[config.mk]
export PLATFORM = sky130hd
export DESIGN_NAME = pm_evt_win
export DESIGN_NICKNAME = d
export VERILOG_FILES = /design/src/rtl/pm_evt_pkg.sv /design/src/rtl/pm_cfg_regs.sv /design/src/rtl/pm_win_decode.sv /design/src/rtl/pm_evt_regs.sv /design/src/rtl/pm_evt_win.sv
export SDC_FILE = /design/constraint.sdc
export NUM_CORES = 1
export LEC_CHECK = 0
export CAP_MARGIN = 20
export CORE_UTILIZATION = 30
export DETAILED_ROUTE_END_ITERATION = 10
export RECOVER_POWER = 50
export SLEW_MARGIN = 20
export SYNTH_ARGS = -nofsm -noshare
export SYNTH_HDL_FRONTEND = slang
export SYNTH_SLANG_ARGS = --single-unit
[constraint.sdc]
create_clock -name clk -period 2.1 [get_ports clk]
set_clock_uncertainty 0.2 [all_clocks]
set_input_delay 0.21 -clock clk [delete_from_list [all_inputs] [get_ports clk]]
set_output_delay 0.21 -clock clk [all_outputs]
set_load 0.005 [all_outputs]
[src/rtl/pm_evt_pkg.sv]
package pm_evt_pkg;
    // Status / enable bit positions
    localparam int BIT_TMR = 0;
    localparam int BIT_GLK = 5;
    localparam int BIT_PWR = 8;
    localparam int BIT_RTC = 10;
    localparam logic [15:0] EVT_MASK = 16'h0521;

    // Window offsets
    localparam logic [5:0] OFS_STS = 6'h00;
    localparam logic [5:0] OFS_EN  = 6'h02;
    localparam logic [5:0] OFS_CTL = 6'h04;
    localparam logic [5:0] OFS_TMR = 6'h08;

    // Configuration byte addresses
    localparam logic [7:0] CFG_WINBASE = 8'h40;
    localparam logic [7:0] CFG_WINEN   = 8'h80;
    localparam logic [7:0] CFG_AUXBASE = 8'h48;
    localparam logic [7:0] CFG_SMB_LO  = 8'h90;
    localparam logic [7:0] CFG_SMB_HI  = 8'h91;
    localparam logic [7:0] CFG_SMB_CFG = 8'hD2;
    localparam logic [7:0] AUX_RESET   = 8'h01;
    localparam logic [7:0] SMB_CFG_VAL = 8'h90;

    typedef struct packed {
        logic [31:0] base;
        logic        en;
    } cfg_state_t;
endpackage

[src/rtl/pm_cfg_regs.sv]
module pm_cfg_regs
    import pm_evt_pkg::*;
#(
    parameter logic [15:0] SMB_BASE = 16'hEEE0,
    parameter int          WIN_AW   = 6,
    localparam int         HI_W     = 16 - WIN_AW
) (
    input  logic            clk,
    input  logic            rst_n,
    input  logic            cfg_wr,
    input  logic [7:0]      cfg_addr,
    input  logic [7:0]      cfg_wdata,
    output logic [7:0]      cfg_rdata,
    output logic [HI_W-1:0] win_base_hi,
    output logic            win_en
);
    cfg_state_t state_d, state_q;

    always_comb begin
        state_d = state_q;
        if (cfg_wr) begin
            if (cfg_addr[7:2] == CFG_WINBASE[7:2])
                state_d.base[{cfg_addr[1:0], 3'b000} +: 8] = cfg_wdata;
            else if (cfg_addr == CFG_WINEN)
                state_d.en = cfg_wdata[0];
        end
    end

    always_ff @(posedge clk) begin
        if (!rst_n) state_q <= '0;
        else        state_q <= state_d;
    end

    always_comb begin
        cfg_rdata = '0;
        if (cfg_addr[7:2] == CFG_WINBASE[7:2]) begin
            cfg_rdata = state_q.base[{cfg_addr[1:0], 3'b000} +: 8];
        end else begin
            case (cfg_addr)
                CFG_WINEN:   cfg_rdata = {7'b0, state_q.en};
                CFG_AUXBASE: cfg_rdata = AUX_RESET;
                CFG_SMB_LO:  cfg_rdata = {SMB_BASE[7:4], 4'h1};
                CFG_SMB_HI:  cfg_rdata = SMB_BASE[15:8];
                CFG_SMB_CFG: cfg_rdata = SMB_CFG_VAL;
                default:     cfg_rdata = '0;
            endcase
        end
    end

    assign win_base_hi = state_q.base[15:WIN_AW];
    assign win_en      = state_q.en;
endmodule

[src/rtl/pm_win_decode.sv]
module pm_win_decode #(
    parameter int  WIN_AW = 6,
    localparam int HI_W   = 16 - WIN_AW
) (
    input  logic [15:0]       io_addr,
    input  logic [HI_W-1:0]   win_base_hi,
    input  logic              win_en,
    output logic              hit,
    output logic [WIN_AW-1:0] ofs
);
    assign hit = win_en && (io_addr[15:WIN_AW] == win_base_hi);
    assign ofs = io_addr[WIN_AW-1:0];
endmodule

[src/rtl/pm_evt_regs.sv]
module pm_evt_regs
    import pm_evt_pkg::*;
#(
    parameter int TMR_BITS = 24,
    parameter int WIN_AW   = 6
) (
    input  logic                clk,
    input  logic                rst_n,
    input  logic                wr,
    input  logic [WIN_AW-1:0]   ofs,
    input  logic [15:0]         wdata,
    input  logic                tmr_tick,
    input  logic                ev_rtc,
    input  logic                ev_pwrbtn,
    input  logic                ev_glock,
    output logic [15:0]         sts,
    output logic [15:0]         en,
    output logic [15:0]         ctl,
    output logic [TMR_BITS-1:0] tmr
);
    localparam int MSB = TMR_BITS - 1;

    typedef struct packed {
        logic [15:0]         sts;
        logic [15:0]         en;
        logic [15:0]         ctl;
        logic [TMR_BITS-1:0] tmr;
    } evt_state_t;

    evt_state_t state_d, state_q;
    logic       msb_flip;

    always_comb begin
        state_d  = state_q;
        msb_flip = 1'b0;
        if (tmr_tick) begin
            state_d.tmr = state_q.tmr + 1'b1;
            msb_flip    = state_d.tmr[MSB] ^ state_q.tmr[MSB];
        end
        if (wr) begin
            case (ofs)
                WIN_AW'(OFS_STS): state_d.sts = state_q.sts & ~(wdata & EVT_MASK);
                WIN_AW'(OFS_EN):  state_d.en  = wdata & EVT_MASK;
                WIN_AW'(OFS_CTL): state_d.ctl = wdata;
                default: ;
            endcase
        end
        // Sets applied last so they win over a same-cycle clear
        if (msb_flip)  state_d.sts[BIT_TMR] = 1'b1;
        if (ev_glock)  state_d.sts[BIT_GLK] = 1'b1;
        if (ev_pwrbtn) state_d.sts[BIT_PWR] = 1'b1;
        if (ev_rtc)    state_d.sts[BIT_RTC] = 1'b1;
    end

    always_ff @(posedge clk) begin
        if (!rst_n) state_q <= '0;
        else        state_q <= state_d;
    end

    assign sts = state_q.sts;
    assign en  = state_q.en;
    assign ctl = state_q.ctl;
    assign tmr = state_q.tmr;
endmodule

[src/rtl/pm_evt_win.sv]
module pm_evt_win
    import pm_evt_pkg::*;
#(
    parameter int          WIN_BYTES = 64,
    parameter int          TMR_BITS  = 24,
    parameter logic [15:0] SMB_BASE  = 16'hEEE0
) (
    input  logic        clk,
    input  logic        rst_n,
    input  logic        cfg_wr,
    input  logic [7:0]  cfg_addr,
    input  logic [7:0]  cfg_wdata,
    output logic [7:0]  cfg_rdata,
    input  logic        io_wr,
    input  logic [15:0] io_addr,
    input  logic [15:0] io_wdata,
    output logic [31:0] io_rdata,
    output logic        io_hit,
    input  logic        tmr_tick,
    input  logic        ev_rtc,
    input  logic        ev_pwrbtn,
    input  logic        ev_glock,
    output logic        sci,
    output logic        tmr_arm
);
    localparam int WIN_AW = $clog2(WIN_BYTES);
    localparam int HI_W   = 16 - WIN_AW;

    logic [HI_W-1:0]     win_base_hi_w;
    logic                win_en_w;
    logic [WIN_AW-1:0]   ofs_w;
    logic [15:0]         sts_w, en_w, ctl_w;
    logic [TMR_BITS-1:0] tmr_w;

    pm_cfg_regs #(.SMB_BASE(SMB_BASE), .WIN_AW(WIN_AW)) u_cfg (
        .clk        (clk),
        .rst_n      (rst_n),
        .cfg_wr     (cfg_wr),
        .cfg_addr   (cfg_addr),
        .cfg_wdata  (cfg_wdata),
        .cfg_rdata  (cfg_rdata),
        .win_base_hi(win_base_hi_w),
        .win_en     (win_en_w)
    );

    pm_win_decode #(.WIN_AW(WIN_AW)) u_dec (
        .io_addr    (io_addr),
        .win_base_hi(win_base_hi_w),
        .win_en     (win_en_w),
        .hit        (io_hit),
        .ofs        (ofs_w)
    );

    pm_evt_regs #(.TMR_BITS(TMR_BITS), .WIN_AW(WIN_AW)) u_evt (
        .clk      (clk),
        .rst_n    (rst_n),
        .wr       (io_wr && io_hit),
        .ofs      (ofs_w),
        .wdata    (io_wdata),
        .tmr_tick (tmr_tick),
        .ev_rtc   (ev_rtc),
        .ev_pwrbtn(ev_pwrbtn),
        .ev_glock (ev_glock),
        .sts      (sts_w),
        .en       (en_w),
        .ctl      (ctl_w),
        .tmr      (tmr_w)
    );

    always_comb begin
        io_rdata = '0;
        if (io_hit) begin
            case (ofs_w)
                WIN_AW'(OFS_STS): io_rdata = {16'h0, sts_w};
                WIN_AW'(OFS_EN):  io_rdata = {16'h0, en_w};
                WIN_AW'(OFS_CTL): io_rdata = {16'h0, ctl_w};
                WIN_AW'(OFS_TMR): io_rdata = 32'(tmr_w);
                default:          io_rdata = '0;
            endcase
        end
    end

    assign sci     = |(sts_w & en_w & EVT_MASK);
    assign tmr_arm = en_w[BIT_TMR] & ~sts_w[BIT_TMR];
endmodule

After elaboration in Yosys (flattened, before gate mapping)
Cells that the tools add are included.
{"block": "totals", "reg_bits": 93, "input_bits": 56, "word_cells": 67}
{"block": "classes", "addsub": 2, "n_eq_ne": 10, "n_shift": 3, "muxes": 14, "n_bitwise": 7, "reduce_logical": 21}
{"cell": "24-bit one-hot mux with 4 select lines", "n": 1}
{"cell": "43-bit two-way mux", "n": 1}
{"cell": "8-bit one-hot mux with 5 select lines", "n": 1}
{"cell": "32-bit bitwise mux", "n": 1}
{"cell": "8-bit == test (second input constant)", "n": 4}
{"cell": "32-bit two-way mux", "n": 1}
{"cell": "8-bit by 7-bit variable shift with 32-bit output (first input constant)", "n": 1}
{"cell": "32-bit by 6-bit variable part select with 8-bit output", "n": 1}
{"cell": "8-bit by 7-bit variable part select with 32-bit output", "n": 1}
{"cell": "24-bit by 1-bit adder with 24-bit output (second input constant)", "n": 1}
{"cell": "11-bit two-way mux", "n": 2}
{"cell": "16-bit AND", "n": 1}
{"cell": "16-bit two-way mux", "n": 1}
{"cell": "11-bit NOT with 16-bit output", "n": 1}
{"cell": "2-bit AND reduction", "n": 8}
{"cell": "2-bit nonzero test", "n": 8}
{"cell": "11-bit AND", "n": 1}
{"cell": "10-bit == test", "n": 1}
{"cell": "8-bit by 7-bit == test with 1-bit output (second input constant)", "n": 1}
{"cell": "8-bit two-way mux", "n": 1}
{"cell": "5-bit negator with 7-bit output", "n": 1}
{"cell": "6-bit by 2-bit == test with 1-bit output (second input constant)", "n": 1}
{"cell": "6-bit by 3-bit == test with 1-bit output (second input constant)", "n": 1}
{"cell": "6-bit by 4-bit == test with 1-bit output (second input constant)", "n": 1}
{"cell": "other kinds (9)", "n": 15}

Depth between registers and ports, before layout
{"block": "logic_depth", "depth_word": 5, "depth_mapped": 8, "mapped_depth_nobuf": 6}

Modules after synthesis
A second synthesis with hierarchy kept.
{"block": "hier_totals", "hier_cells": 575, "area_unflattened_um2": 5157.4}
{"mod": "pm_evt_regs", "instances": 1, "cells_per_inst": 246, "area_each_um2": 2193.4, "seq_area_each_um2": 960.9}
{"mod": "pm_cfg_regs", "instances": 1, "cells_per_inst": 169, "area_each_um2": 1825.5, "seq_area_each_um2": 660.6}
{"mod": "pm_evt_win", "instances": 1, "cells_per_inst": 140, "area_each_um2": 978.4, "seq_area_each_um2": 0.0}
{"mod": "pm_win_decode", "instances": 1, "cells_per_inst": 20, "area_each_um2": 160.2, "seq_area_each_um2": 0.0}

Worst setup path after synthesis
Ideal clock, no wire load.
{"block": "synth_path", "path_kind": "input port to flip-flop", "start": "input cfg_addr[1]", "end": "register u_cfg.state_q[17] (netlist bit)", "t_arrival_ns": 1.776, "t_required_ns": 1.830, "slack_ns": 0.054, "cell_stages": 6, "path_cell_list": "clkbuf_1 > inv_1 > ha_1 > nor3b_1 > nand3_1 > a21oi_1"}
{"block": "synth_between", "elab_chain_len": 3, "word_cells_on_any_way": 4, "classes_between": "1 x add/sub; 2 x shift; 1 x mux"}
{"element": "from (decl)", "line": "pm_evt_win.sv:11", "rtl": "input logic [7:0] cfg_addr,"}
{"element": "5-bit negator with 7-bit output (*)", "line": "pm_cfg_regs.sv:23", "rtl": "state_d.base[{cfg_addr[1:0], 3'b000} +: 8] = cfg_wdata;"}
{"element": "8-bit by 7-bit variable part select with 32-bit output / 8-bit by 7-bit variable shift with 32-bit output (equally long branches)", "line": "pm_cfg_regs.sv:23"}
{"element": "32-bit bitwise mux (*)", "line": "pm_cfg_regs.sv:23"}
{"element": "to (signal assigned)", "line": "pm_cfg_regs.sv:31", "rtl": "else state_q <= state_d;"}
{"element": "to (decl)", "line": "pm_cfg_regs.sv:17", "rtl": "cfg_state_t state_d, state_q;"}
Mark *: on every way between the ends. The rest lies on a longest branch, timed or not.
A chain may end at the register's enable or synchronous reset.

Worst setup path after layout
{"block": "layout_path", "start": "register u_cfg.state_q (netlist bit u_cfg.win_base_hi[0])", "end": "output io_rdata[10]"}
{"block": "layout_between", "elab_chain_len": 3}
{"element": "10-bit == test", "line": "pm_win_decode.sv:11", "rtl": "assign hit = win_en && (io_addr[15:WIN_AW] == win_base_hi);"}
{"element": "1-bit logical AND", "line": "pm_win_decode.sv:11"}
{"element": "32-bit two-way mux", "line": "pm_evt_win.sv:72", "rtl": "if (io_hit) begin"}
{"element": "to (decl)", "line": "pm_evt_win.sv:17", "rtl": "output logic [31:0] io_rdata,"}
No other way between the ends.

==> implementation parameters <==
Parameter                              Value

Finish
  Fraction of layout cells with a size suffix above 1 ... slightly below 30%
  Post-layout instance area ... around 0.0067 sq mm
  Sequential cell area in the final layout ... ~0.0016 sq mm
  Post-Layout Cell Count ... approximately 900
  Final Util ... 46.4%
  Multi-input gate area in the final layout ... between 0.002 and 0.003 sq mm
  Count of inserted antenna diode cells ... 0
  Relative area change from synthesis to final layout ... 51.8%
  Layout fillers ... between 1000 and 1500
  Number of nets in the layout ... ~780

Timing
  Final number of hold-violating endpoints ... 0
  Minimum period implied by the final worst setup slack ... ~2.4 ns
  Max-slew headroom ... between 60% and 70%
  Final critical-path share of the clock period ... 114%
  Number of setup violations in the final report ... 25
  Fmax ... around 0.42 GHz
  Final Max Tran Viols ... 0
  Worst-margin pin slew ... roughly 0.56 ns
  Post-route worst setup slack ... -0.300 ns
  Setup repair after global routing missed its margin ... true

Critical path
  Required arrival time at the worst endpoint ... 1.69 ns
  Data arrival time of the worst path ... 1.99 ns
  Register-to-Register Path Depth ... 5
  Launch point of the worst path ... u_cfg.win_base_hi[0]
  Startpoint types ... flip-flop
  Critical path class ... reg -> out
  Reg2reg setup slack ... ~0.05 ns
  Nature of the critical path endpoint ... output port
  Worst Path Max Fanout ... 6
  Critical R2R Launch ... u_evt.tmr[4]
  R2R Path End ... u_evt.tmr[13]
  Critical Path Sink ... io_rdata[10]

Drt
  Antenna-violating nets left ... 0
  Routed vias ... 4670
  Iteration count of the initial detailed-routing pass ... 5
  Mean routed wirelength per cell ... 15.7 um
  Final wirelength ... approximately 14 mm
  Routed via count divided by cell count ... between 5 and 6
  Iter 0 DRT Violations ... 420
  Residual DRC count ... 0

Pwr
  Leakage power ... 0.00255 uW
  Cell Int Power ... roughly 2700 uW
  Worst VDD drop ... around 430 uV
  Clk pwr share ... 45.4%
  Combinational share of power ... a little over 10%
  Part of the total power dissipated in sequential elements ... ~44%
  Net Sw Frac ... between 20% and 30%
  Power density relative to cell area ... between 500 and 600 mW/mm^2
  Net Switching ... ~820 uW

Logic synthesis
  Syn_area_per_cell ... 8.31 sq um
  Number of synthesis warnings ... 0
  Cell area after technology mapping ... ~0.0044 sq mm
  Share of the yosys chip area belonging to registers ... 36.6%
  Number of register bits inferred by synthesis ... just over 80
  Synth cell types ... 46
  Gate count after technology mapping ... around 530
  Leading cell types by total area after synthesis ... dfxtp_1 37%, nand2_1 7.3%, mux2i_1 5.9%
  Top FF cell, synth ... dfxtp_1
  Async set-or-reset flop fraction in the synthesized netlist ... 0%
  Number of enable flip-flop cells after synthesis ... 0
  Area share of the largest cell type after synthesis ... between 30% and 40%
  Library cell occupying the most area in the post-synthesis netlist ... dfxtp_1
  Top-count cell post-synth ... nand2_1
  Top cell types by occurrence after synthesis ... 86 x nand2_1, 81 x dfxtp_1, 51 x nand3_1, 50 x a21oi_1

Min path
  Min-delay worst type ... in -> reg

Run
  Max capacitance violation total ... 0

CTS
  Total clock sinks ... 81
  Clock tree buffer depth ... 2
  CTS H-Tree Depth ... 3
  TritonCTS clock tree ... yes
  Hold buffer count at CTS ... 0
  Worst skew pair latency ... between 0.3 and 0.4 ns
  Cell at the root of the clock tree ... clkbuf_16
  CTS buffer count ... 9
  Clock-pin transition on the worst setup and hold timing paths ... about 0.060 ns

Die
  Ports ... 99
  Die W ... roughly 120 um
  Number of placement rows ... 44
  Die height ... between 100 and 150 um
  Initial cell density of the core ... between 30% and 40%
  Die area ... approximately 0.015 sq mm
  Floorplan core area ... between 0.01 and 0.015 sq mm

Global routing
  Pin count of the biggest net entering global routing ... 35
  Overflow left after global routing ... 0
  Global-route wire length before repair ... 22.4 mm
  Number of antenna violations at the first check in global routing ... 0
  Combined global-route utilization of all metal layers ... 19.1%
  Via count of the first global-routing pass ... 4511

Placement
  Port Buffers ... 90
  Placed insts ... 863
  Final weighted congestion of routability-driven global placement ... 0.856
  Estimated wirelength of the detail-placed design ... between 10 and 15 mm
  Placed cell areas ... just over 0.006 sq mm

Outcome
  Status ... complete, but fails checks
  Violations in the final reports ... setup timing
==> registers in the layout (all words and copies together) (netlist names) <==
register / cells
u_evt.tmr: 24
u_cfg.state_q: 22
u_evt.ctl: 16
u_cfg.win_base_hi: 10
u_evt.en: 4
u_evt.sts: 4
u_cfg.win_en: 1
==> layout by cell type (no fill, tap or decap), drive strengths merged, types with 11 or more instances in the layout <==
cell	count
a21oi	50
a22oi	14
and3	11
buf	130
clkbuf	25
clkdlybuf4s50	46
dfxtp	81
mux2i	26
nand2	86
nand3	52
nand4	15
nor2	26
nor3	12
xnor2	11
==> how the worst min path moves through the flow <==
stage	startpoint	to	slack, ns	cells past startpoint
final	io_wdata[3]	u_evt.ctl[3]	0.22	3
after global routing	io_wdata[11]	u_evt.ctl[11]	0.23	3
after CTS	io_wdata[3]	u_evt.ctl[3]	0.21	3
after detailed placement	u_cfg.state_q[22]	u_cfg.state_q[22]	0.24	2
after global placement	u_cfg.state_q[27]	u_cfg.state_q[27]	0.24	2
after floorplan	io_wdata[10]	u_evt.sts[10]	0.11	1
==> area by class of cell <==
cell class	count	area share, %
multi-input cells	407	41.1
repair buffers	204	26.2
flip-flops and latches	81	24.3
clock buffers	12	3.67
well taps	184	3.42
clock inverters	4	0.763
inverters	9	0.540
==> metrics by stage <==
stage	hold WS, ns	total power (uW)	worst slack, ns	setup TNS, ns
after floorplan	0.111	1730	0.0536	0
after global routing	0.229	3620	-0.391	-11.14
final	0.219	3510	-0.300	-6.56
after global placement	0.235	1920	-0.764	-32.86
after CTS	0.213	3530	-0.368	-7.38
after detailed placement	0.243	1930	-0.767	-34.12
==> power groups by stage <==
stage	registers, uW	logic (uW)	clock network (uW)
after floorplan	1590	138	0
after global placement	1590	336	0
after detailed placement	1590	344	0
after CTS	1560	353	1620
after global routing	1560	389	1680
final	1560	360	1590
==> what timing repair did <==
| action | 4_1_cts | 5_1_grt |
|---|---|---|
| buffers inserted | 21 | 6 |
| gates resized for setup | 177 | 34 |
| gates cloned | 3 | 0 |
| pin swaps | 28 | 13 |
| setup endpoints to repair | 49 | 48 |
==> critical path: stages, from the launching register on <==
cell     delay, ns
dfxtp_2       0.36
xnor2_1       0.12
nand4_1       0.15
buf_4         0.16
or3_4         0.37
buf_6         0.15
buf_6         0.12
nor3_2        0.08
buf_2         0.13
==> metal layers <==
metal / routed length, um / part of all wire, % / up-vias / global-route usage [%]
li1: - / - / 2274 / -
met1: 6070 / 43 / 2210 / 23.4
met2: 7030 / 50 / 159 / 32.9
met3: 787 / 5.6 / 27 / 3.87
met4: 285 / 2.0 / 0 / 6.85
met5: 0 / 0 / - / 0
==> cell families (layout without fill, tap and decap cells) <==
| logic type | Yosys count | in the layout | share of synthesized area [%] |
|---|---|---|---|
| AO/OA/AOI/OAI | 90 | 90 | 12.0 |
| XOR/XNOR | 20 | 20 | 3.95 |
| adder cells (fa/ha/maj) | 8 | 8 | 2.26 |
| buffers and inverters | 52 | 229 | 6.10 |
| flip-flops | 81 | 81 | 36.6 |
| multiplexers | 35 | 35 | 10.2 |
| other | 1 | 8 | 0.0846 |
| AND/OR/NAND/NOR | 246 | 246 | 28.8 |
Power figures use the tool's default switching activity.
